==> src/rtl/cnt_intc_pkg.sv <==
package cnt_intc_pkg;
  localparam int unsigned OFS_W = 12;
  localparam logic [OFS_W-1:0] OFS_COUNT = 12'h000;
  localparam logic [OFS_W-1:0] OFS_FIRST = 12'h004;
  localparam logic [OFS_W-1:0] OFS_WIPE  = 12'h008;
  localparam logic [OFS_W-1:0] OFS_DROP  = 12'h00C;
  localparam logic [OFS_W-1:0] OFS_ARM   = 12'h010;
endpackage

==> src/rtl/cnt_intc_edge.sv <==
module cnt_intc_edge #(
  parameter int unsigned N = 32
) (
  input  logic         clk,
  input  logic         rst,
  input  logic [N-1:0] src_i,
  input  logic         wipe_i,
  output logic [N-1:0] lvl_o,
  output logic [N-1:0] lvl_next_o
);
  logic [N-1:0] smp_q, lvl_q, rise, fall;

  assign rise       = src_i & ~smp_q;
  assign fall       = ~src_i & smp_q;
  // wipe first, then the edges of this clock
  assign lvl_next_o = ((wipe_i ? '0 : lvl_q) | rise) & ~fall;
  assign lvl_o      = lvl_q;

  always_ff @(posedge clk) begin
    if (rst) begin
      smp_q <= '0;
      lvl_q <= '0;
    end else begin
      smp_q <= src_i;
      lvl_q <= lvl_next_o;
    end
  end
endmodule

==> src/rtl/cnt_intc_mask.sv <==
module cnt_intc_mask #(
  parameter int unsigned N  = 32,
  parameter int unsigned DW = 32
) (
  input  logic          clk,
  input  logic          rst,
  input  logic          arm_i,
  input  logic          drop_i,
  input  logic [DW-1:0] idx_i,
  output logic [N-1:0]  en_o,
  output logic [N-1:0]  en_next_o
);
  logic [N-1:0] en_q;

  for (genvar j = 0; j < N; j++) begin : g_bit
    logic hit;
    assign hit = (idx_i == DW'(j));
    always_comb begin
      en_next_o[j] = en_q[j];
      if (arm_i && hit)       en_next_o[j] = 1'b1;
      else if (drop_i && hit) en_next_o[j] = 1'b0;
    end
  end

  always_ff @(posedge clk) begin
    if (rst) en_q <= '0;
    else     en_q <= en_next_o;
  end

  assign en_o = en_q;
endmodule

==> src/rtl/cnt_intc_prio.sv <==
module cnt_intc_prio #(
  parameter int unsigned N  = 32,
  parameter int unsigned IW = 5
) (
  input  logic [N-1:0]  vec_i,
  output logic [IW-1:0] idx_o
);
  always_comb begin
    idx_o = '0;
    for (int k = N - 1; k >= 0; k--) begin
      if (vec_i[k]) idx_o = IW'(k);
    end
  end
endmodule

==> src/rtl/cnt_intc.sv <==
module cnt_intc
  import cnt_intc_pkg::*;
#(
  parameter int unsigned       N_SRC    = 32,
  parameter int unsigned       DW       = 32,
  parameter logic [N_SRC-1:0]  FIQ_INIT = '0
) (
  input  logic             clk,
  input  logic             rst,
  input  logic [N_SRC-1:0] src_i,
  input  logic             wr_en_i,
  input  logic             rd_en_i,
  input  logic [11:0]      addr_i,
  input  logic [DW-1:0]    wdata_i,
  output logic [DW-1:0]    rdata_o,
  output logic             irq_o,
  output logic             fiq_o,
  output logic             err_o
);
  localparam int unsigned CNT_W = $clog2(N_SRC + 1);
  localparam int unsigned IW    = (N_SRC > 1) ? $clog2(N_SRC) : 1;

  logic wipe, drop, arm, rd_cnt, rd_first, wr_bad, rd_bad;
  logic [N_SRC-1:0] lvl_q, lvl_d, irq_en_q, irq_en_d, fiq_en_q, act_d;
  logic [CNT_W-1:0] cnt_q, cnt_d;
  logic [IW-1:0]    first_idx;

  assign wipe     = wr_en_i && (addr_i == OFS_WIPE);
  assign drop     = wr_en_i && (addr_i == OFS_DROP);
  assign arm      = wr_en_i && (addr_i == OFS_ARM);
  assign rd_cnt   = rd_en_i && (addr_i == OFS_COUNT);
  assign rd_first = rd_en_i && (addr_i == OFS_FIRST);
  assign wr_bad   = wr_en_i && !(wipe || drop || arm);
  assign rd_bad   = rd_en_i && !(rd_cnt || rd_first);

  cnt_intc_edge #(.N(N_SRC)) u_edge (
    .clk(clk), .rst(rst), .src_i(src_i), .wipe_i(wipe),
    .lvl_o(lvl_q), .lvl_next_o(lvl_d)
  );

  cnt_intc_mask #(.N(N_SRC), .DW(DW)) u_mask (
    .clk(clk), .rst(rst), .arm_i(arm), .drop_i(drop), .idx_i(wdata_i),
    .en_o(irq_en_q), .en_next_o(irq_en_d)
  );

  cnt_intc_prio #(.N(N_SRC), .IW(IW)) u_prio (
    .vec_i(lvl_q & irq_en_q), .idx_o(first_idx)
  );

  assign act_d = lvl_d & irq_en_d;

  always_comb begin
    cnt_d = '0;
    for (int k = 0; k < N_SRC; k++) cnt_d = cnt_d + CNT_W'(act_d[k]);
  end

  always_ff @(posedge clk) begin
    if (rst) begin
      fiq_en_q <= FIQ_INIT;
      cnt_q    <= '0;
      irq_o    <= 1'b0;
      fiq_o    <= 1'b0;
      err_o    <= 1'b0;
      rdata_o  <= '0;
    end else begin
      cnt_q <= cnt_d;
      irq_o <= |act_d;
      fiq_o <= |(lvl_d & fiq_en_q);
      err_o <= wr_bad || rd_bad;
      if (rd_en_i) begin
        if (rd_cnt)        rdata_o <= DW'(cnt_q);
        else if (rd_first) rdata_o <= DW'(first_idx);
        else               rdata_o <= '0;
      end
    end
  end
endmodule

==> config.mk <==
export PLATFORM = sky130hd
export DESIGN_NAME = cnt_intc
export DESIGN_NICKNAME = d
export VERILOG_FILES = /design/src/rtl/cnt_intc_pkg.sv /design/src/rtl/cnt_intc_edge.sv /design/src/rtl/cnt_intc_mask.sv /design/src/rtl/cnt_intc_prio.sv /design/src/rtl/cnt_intc.sv
export SDC_FILE = /design/constraint.sdc
export NUM_CORES = 1
export LEC_CHECK = 0
export CAP_MARGIN = 15
export CORE_MARGIN = 8
export CORE_UTILIZATION = 40
export CTS_CLUSTER_DIAMETER = 150
export DETAILED_ROUTE_END_ITERATION = 16
export PLACE_DENSITY = 0.64
export REMOVE_ABC_BUFFERS = 1
export SLEW_MARGIN = 20
export SYNTH_ARGS = -nofsm -noshare
export SYNTH_HDL_FRONTEND = slang
export SYNTH_HIERARCHICAL = 1
export SYNTH_SLANG_ARGS = --single-unit
==> constraint.sdc <==
create_clock -name clk -period 7.3 [get_ports clk]
set_input_delay 0.73 -clock clk [delete_from_list [all_inputs] [get_ports clk]]
set_output_delay 0.73 -clock clk [all_outputs]
set_load 0.01 [all_outputs]
==> metrics, run 1 <==
Unique masters post-synth 60; clock network latency to the later pin of the worst-skew pair 0.37 ns; die extent in y about 150 um; list of most frequent post-synthesis cells sky130_fd_sc_hd__dfxtp_1, sky130_fd_sc_hd__nor2b_1, sky130_fd_sc_hd__nand2_1, sky130_fd_sc_hd__inv_1, sky130_fd_sc_hd__and2_1; upper clock frequency limit around 150 MHz; CP required 7.52 ns; leakage power between 3 and 4 nW; Hold WC Path Type flip-flop to flip-flop; setup repair after global routing missed its margin false; clock transition at the registers of the reported paths ~0.07 ns; maximum vdd drop about 0.11 mV; Core Region ~0.017 mm2; final WL 17100 um; kind of end point of the critical path flip-flop; post-CTS sizing 0; Port Buf Inserts 87; dominant register cell in the synthesized netlist sky130_fd_sc_hd__dfxtp_1; total setup violations reported at the end of the flow 0; slowest stage cell, crit path sky130_fd_sc_hd__fa_1; Area contributors post-synth sky130_fd_sc_hd__dfxtp_1, sky130_fd_sc_hd__nor2b_1, sky130_fd_sc_hd__fa_1; final net count around 960; syn avg cell area 8.90 um2; final worst clock skew 0.0103 ns; Least-Margin Pin Slew 0.943 ns; gpl congestion 0.899; class of the most critical setup path input pin to flip-flop; stage delay of the slowest cell on the critical path ~0.55 ns; total negative slack for setup checks 0 ns; period utilization a little over nine tenths; first-pass detailed-route iteration total 5; count of maximum capacitance violations 0; result of the run finished clean; count of buffering cells on the critical path with inverters included 3; maximum clock insertion buffer count 2; crit-path leading delay family adder cells; hold path startpoint rdata_o[0]; area share of fa/ha/maj cells after synthesis 13.9%; post-synthesis to final-layout area growth 20.1%; launching instance or port of the critical path wdata_i[25]; Final Max Tran Viols 0; library cell with the largest summed area after synthesis sky130_fd_sc_hd__dfxtp_1; Most common cell on crit path sky130_fd_sc_hd__fa_1; post-synthesis mux area share less than 1%; endpoint arrival time on the critical path 7.10 ns; detailed-placement wirelength estimate ~14000 um; xor and xnor fraction of the mapped netlist area 0.389%; Synth Area in Simple Gates between 30% and 40%; number of synthesized flops with an enable pin 0; number of standard-cell rows in the floorplan between 40 and 50; Synth Area in Compound Gates between 10% and 20%; initial DRC count 422; H-tree depth reported by CTS 3; Worst Path Max Fanout 15; post-route ant nets 0; initial core utilization 40.8%; number of clock sinks 110; GRT Overall Usage ~16%; share of the synthesized area in the top cell type between 30% and 40%; number of failing hold endpoints at the final stage 0; start of the worst register-to-register path u_edge/lvl_o[0]; post-synthesis sequential element count 110; sort of element at the start of the critical path input pin; post-DR wirelength/cell 15.9 um; total overflow reported by the global router 0; Power per Cell Area 152 mW/mm2; sequential area share after synthesis between 30% and 40%; largest net degree at the start of global routing 87; worst-case headroom to the max-slew limit around 37%; worst-case setup slack after placement a little under 0.04 ns; time the final worst path needs with I/O delays and setup 6.88 ns; number of warnings reported in the yosys synthesis log 6; Inst Count DP between 1000 and 1500; count of buffers added by post-CTS timing repair for setup 0; # IOs 115; number of inserted diodes 0; worst-path cell chain clkdlybuf4s50_1 -> nor4_2 -> nand4_2 -> buf_4 -> o31ai_2 -> nand2_1 -> nand2_1 -> fa_1 -> fa_1 -> fa_1 -> fa_1 -> fa_1 -> fa_1 -> inv_1 -> ha_1 -> fa_1 -> a21o_1 -> a21oi_1 -> xor2_1 -> nor2_1; count of hold buffers inserted by post-cts repair 0; CTS Root Cell sky130_fd_sc_hd__clkbuf_16; non-filler instance count after layout around 1100; summed instance area of the synthesized netlist between 0.006 and 0.007 mm2; cell count after synthesis approximately 760; antenna violations before repair 0; first-pass GRT wire length roughly 28000 um; horizontal extent of the die about 150 um; post-detailed-route DRC marker count 0; Die Footprint 0.0213 mm2; vias per cell about 5; fraction of registers with async set/reset 0%; CTS tree yes; dominant combinational cell family by area after synthesis simple AND/OR/NAND/NOR gates; layout cells sized above 1 13.3%; total power draw 1.23 mW; number of global-route vias before repair 5292; clock buffers created by TritonCTS 9; setup slack after layout 0.421 ns; overall via count from detail_route 5372; most frequent cell after synthesis sky130_fd_sc_hd__dfxtp_1
-- state kept, by name, indices dropped and copies added, names as in the netlist --
| register | cells |
|---|---|
| rdata_o | 6 |
| u_mask/en_o | 32 |
| u_edge/smp_q | 32 |
| cnt_q | 6 |
| u_edge/lvl_o | 32 |
| err_o | 1 |
| irq_o | 1 |
-- report_power, final --
group / internal, mW / switching, mW
logic: 0.0784 / 0.0634
registers: 0.623 / 0.00826
clock network: 0.233 / 0.229
total: 0.934 / 0.301
-- worst register-to-register path, stage by stage, from the launching register on --
cell and delay (ns):
sky130_fd_sc_hd__dfxtp_1 0.31, sky130_fd_sc_hd__nor2b_1 0.13, sky130_fd_sc_hd__maj3_1 0.36, sky130_fd_sc_hd__nand2_1 0.11
sky130_fd_sc_hd__inv_1 0.07, sky130_fd_sc_hd__fa_1 0.52, sky130_fd_sc_hd__inv_1 0.05, sky130_fd_sc_hd__fa_1 0.50
sky130_fd_sc_hd__fa_1 0.52, sky130_fd_sc_hd__fa_1 0.51, sky130_fd_sc_hd__fa_1 0.52, sky130_fd_sc_hd__fa_1 0.55
sky130_fd_sc_hd__inv_1 0.05, sky130_fd_sc_hd__ha_1 0.21, sky130_fd_sc_hd__fa_1 0.39, sky130_fd_sc_hd__a21o_1 0.16
sky130_fd_sc_hd__a21oi_1 0.17, sky130_fd_sc_hd__xor2_1 0.16, sky130_fd_sc_hd__nor2_1 0.05
-- layout make-up --
type                            instances  area (um2)
Sequential cell                       110        2200
Timing Repair Buffer                  111        1060
Clock buffer                           11         233
Tap cell                              220         275
Fill cell                            1613        8420
Inverter                               67         251
Clock inverter                          5        32.5
Multi-Input combinational cell        552        4050
-- cell families (layout without fill, tap and decap cells) --
logic type,count (synthesis),count (layout)
fa+ha+maj,64,64
mux,5,5
flops,110,110
xor+xnor,3,3
simple gates,350,350
buf+inv,122,194
compound gates,103,103
other cells,1,27
-- worst paths after layout --
path                     end  slack [ns]  cells after the start
setup / recovery    cnt_q[4]        0.42                     20
hold / removal    rdata_o[0]        0.46                      2
setup reg to reg    cnt_q[4]        1.83                     18
hold reg to reg   rdata_o[0]        0.46                      2
-- metal layers --
layer  vias to the layer above  wire [um]  global-route usage [%]
met5                         -          0                       0
met2                       175       7440                    24.0
met1                      2478       8130                    21.7
li1                       2694          -                       -
met4                         0        329                    6.51
met3                        25       1150                    4.63
-- layout by cell type (no fill, tap or decap), types with 4 or more instances in the layout --
cell type,synthesis,final
sky130_fd_sc_hd__a21oi_1,42,42
sky130_fd_sc_hd__and2_1,52,52
sky130_fd_sc_hd__and3b_1,5,5
sky130_fd_sc_hd__and4_1,6,6
sky130_fd_sc_hd__buf_4,30,24
sky130_fd_sc_hd__clkbuf_16,0,9
sky130_fd_sc_hd__clkdlybuf4s50_1,0,86
sky130_fd_sc_hd__conb_1,1,27
sky130_fd_sc_hd__dfxtp_1,110,110
sky130_fd_sc_hd__fa_1,24,24
sky130_fd_sc_hd__ha_1,8,8
sky130_fd_sc_hd__inv_1,67,67
sky130_fd_sc_hd__maj3_2,30,30
sky130_fd_sc_hd__mux2i_1,5,5
sky130_fd_sc_hd__nand2_1,70,70
sky130_fd_sc_hd__nand3_1,31,31
sky130_fd_sc_hd__nand4_1,4,4
sky130_fd_sc_hd__nand4_2,4,4
sky130_fd_sc_hd__nand4_4,5,5
sky130_fd_sc_hd__nand4b_1,4,4
sky130_fd_sc_hd__nor2_1,19,18
sky130_fd_sc_hd__nor2b_1,103,103
sky130_fd_sc_hd__nor3_1,9,9
sky130_fd_sc_hd__nor4_1,9,9
sky130_fd_sc_hd__nor4_2,4,4
sky130_fd_sc_hd__o21ai_2,6,6
sky130_fd_sc_hd__o31ai_1,25,22
sky130_fd_sc_hd__o31ai_2,11,14
sky130_fd_sc_hd__or3_1,4,4
-- metrics by stage --
step	hold slack (ns)	utilization (%)	area, um2
2_1_floorplan	0.432	-	6480
4_1_cts	0.460	48.9	8090
3_3_place_gp	0.440	47.3	7820
5_1_grt	0.476	49.0	8100
6_report	0.455	49.0	8100
3_5_place_dp	0.442	47.3	7820
(Power assumes the default switching activity.)
==> inputs of run 2 (changes only) <==
==> constraint.sdc (replaced) <==
create_clock -name clk -period 8 [get_ports clk]
set_input_delay 0.8 -clock clk [delete_from_list [all_inputs] [get_ports clk]]
set_output_delay 0.8 -clock clk [all_outputs]
set_load 0.01 [all_outputs]
==> run 2 against run 1 <==
Effect of this change:
- sequential power fell by 8.7%
- die area unchanged
- sequential share of layout area up 0.41 points
- wire length fell by 0.67%
- first-iteration DRC count down 4.0%
- sequential cell count is the same
- global-route usage is essentially flat
- power is 7.6% lower
- critical path type unchanged
- largest cell class unchanged
- largest power group unchanged
==> metrics, run 2 (synthesis results as in run 1) <==
GRT Overall Usage 16.2%; maximum clock insertion buffer count 2; count of hold buffers inserted by post-cts repair 0; antenna violations before repair 0; launching instance or port of the critical path addr_i[9]; die extent in y about 150 um; post-DR wirelength/cell around 16 um; post-CTS sizing 0; number of standard-cell rows in the floorplan 47; overall via count from detail_route between 5000 and 6000; Power per Cell Area 143 mW/mm2; Cell Area, Placed around 0.0077 mm2; leading cell type in the layout, fill and taps excluded sky130_fd_sc_hd__dfxtp_1; post-synthesis to final-layout area growth 18.3%; total setup violations reported at the end of the flow 0; non-filler instance count after layout roughly 1100; H-tree depth reported by CTS 3; Net Sw Frac between 20% and 30%; Hold WC Path Type flip-flop to flip-flop; count of buffers added by post-CTS timing repair for setup 0; first-pass detailed-route iteration total 5; initial core utilization about two fifths; vias per cell between 5 and 6; largest net degree at the start of global routing 80; post-route ant nets 0; result of the run finished clean; relative contribution of the clock network to total power approximately two fifths; worst-case setup slack after placement approximately 0.45 ns; detailed-placement wirelength estimate around 13000 um; CTS Root Cell sky130_fd_sc_hd__clkbuf_16; clock network latency to the later pin of the worst-skew pair 0.36 ns; Inst Count DP roughly 1000; # IOs between 100 and 150; first-pass GRT wire length roughly 28000 um; Die Footprint between 0.02 and 0.025 mm2; CP required just over 8 ns; sort of element at the start of the critical path input pin; clock buffers created by TritonCTS 9; cell area after layout about 0.008 mm2; period utilization 89.9%; Port Buf Inserts 87; leakage power 3.40 nW; layout cells sized above 1 between 10 and 15%; horizontal extent of the die 146 um; hold path startpoint rdata_o[1]; upper clock frequency limit 139 MHz; worst-case headroom to the max-slew limit around 44%; final-layout fill cell count between 1500 and 2000; final WL around 17000 um; switching pwr 0.262 mW; number of clock sinks between 100 and 150; maximum vdd drop 0.0986 mV; commonest cells after routing, fill and taps aside sky130_fd_sc_hd__dfxtp_1, sky130_fd_sc_hd__nor2b_1, sky130_fd_sc_hd__clkdlybuf4s50_1; setup slack after layout slightly above 0.8 ns; number of inserted diodes 0; start of the worst register-to-register path u_edge/lvl_o[0]; final net count between 900 and 1000; kind of end point of the critical path flip-flop; share of total power in combinational logic ~11%; post-detailed-route DRC marker count 0; CTS tree yes; total internal power approximately 0.88 mW; final worst clock skew about 0.0092 ns; initial DRC count 405; class of the most critical setup path input pin to flip-flop; gpl congestion approximately 0.9; total overflow reported by the global router 0; Sequential Power Share 50.5%; total negative slack for setup checks 0 ns; clock transition at the registers of the reported paths 0.07 ns; Worst Path Max Fanout 4; count of maximum capacitance violations 0; Core Region 0.0165 mm2; number of global-route vias before repair about 5200; time the final worst path needs with I/O delays and setup 7.19 ns; Least-Margin Pin Slew approximately 0.84 ns; number of failing hold endpoints at the final stage 0; Final Max Tran Viols 0; setup repair after global routing missed its margin false; endpoint arrival time on the critical path about 7.4 ns
==> run 2: per-stage QoR <==
step | hold WS (ns) | power [mW] | utilization (%)
after CTS | 0.455 | 1.15 | 48.3
after global routing | 0.473 | 1.19 | 48.3
after detailed placement | 0.440 | 0.717 | 46.7
after floorplan | 0.432 | 0.645 | -
after global placement | 0.438 | 0.716 | 46.7
final | 0.452 | 1.14 | 48.3
==> run 2: final cells by class <==
class | count | area (um2) | area share, %
clock inverters | 2 | 35.0 | 0.439
clock buffers | 12 | 236 | 2.96
well taps | 220 | 275 | 3.45
repair buffers | 96 | 948 | 11.9
inverters | 67 | 251 | 3.15
multi-input cells | 552 | 4030 | 50.5
flip-flops and latches | 110 | 2200 | 27.6
==> run 2: final timing paths <==
check / endpoint / slack [ns] / depth (start not counted)
worst max-delay path: cnt_q[4] / 0.81 / 23
worst min-delay path: rdata_o[1] / 0.45 / 2
worst max register to register: cnt_q[4] / 2.42 / 18
worst min register to register: rdata_o[1] / 0.45 / 2
==> run 2: per-layer routing <==
layer / vias up / global-route usage, % / share of wire (%)
met1: 2483 / 22.1 / 48
met3: 22 / 4.73 / 6.9
li1: 2664 / - / -
met4: 0 / 4.53 / 1.2
met2: 176 / 24.3 / 44
met5: - / 0 / 0
==> run 2: worst max-delay path, stage by stage <==
cell and delay (ns):
sky130_fd_sc_hd__clkdlybuf4s50_1 0.44, sky130_fd_sc_hd__nor4_4 0.32, sky130_fd_sc_hd__nand4b_1 0.21, sky130_fd_sc_hd__nor2_1 0.41
sky130_fd_sc_hd__nand2_1 0.22, sky130_fd_sc_hd__o31ai_1 0.34, sky130_fd_sc_hd__nand2_1 0.09, sky130_fd_sc_hd__nand2_1 0.09
sky130_fd_sc_hd__inv_1 0.07, sky130_fd_sc_hd__fa_1 0.55, sky130_fd_sc_hd__inv_1 0.06, sky130_fd_sc_hd__fa_1 0.50
sky130_fd_sc_hd__fa_1 0.51, sky130_fd_sc_hd__fa_1 0.52, sky130_fd_sc_hd__fa_1 0.52, sky130_fd_sc_hd__fa_1 0.54
sky130_fd_sc_hd__inv_1 0.04, sky130_fd_sc_hd__ha_1 0.21, sky130_fd_sc_hd__fa_1 0.40, sky130_fd_sc_hd__a21o_1 0.17
sky130_fd_sc_hd__a21oi_1 0.17, sky130_fd_sc_hd__xor2_1 0.16, sky130_fd_sc_hd__nor2_1 0.05
==> run 2: power by group through the flow <==
stage	logic, mW	clock network (mW)	registers, mW
6_report	0.128	0.436	0.576
5_1_grt	0.140	0.467	0.578
3_5_place_dp	0.128	0	0.589
3_3_place_gp	0.127	0	0.589
2_1_floorplan	0.0592	0	0.586
4_1_cts	0.129	0.450	0.576
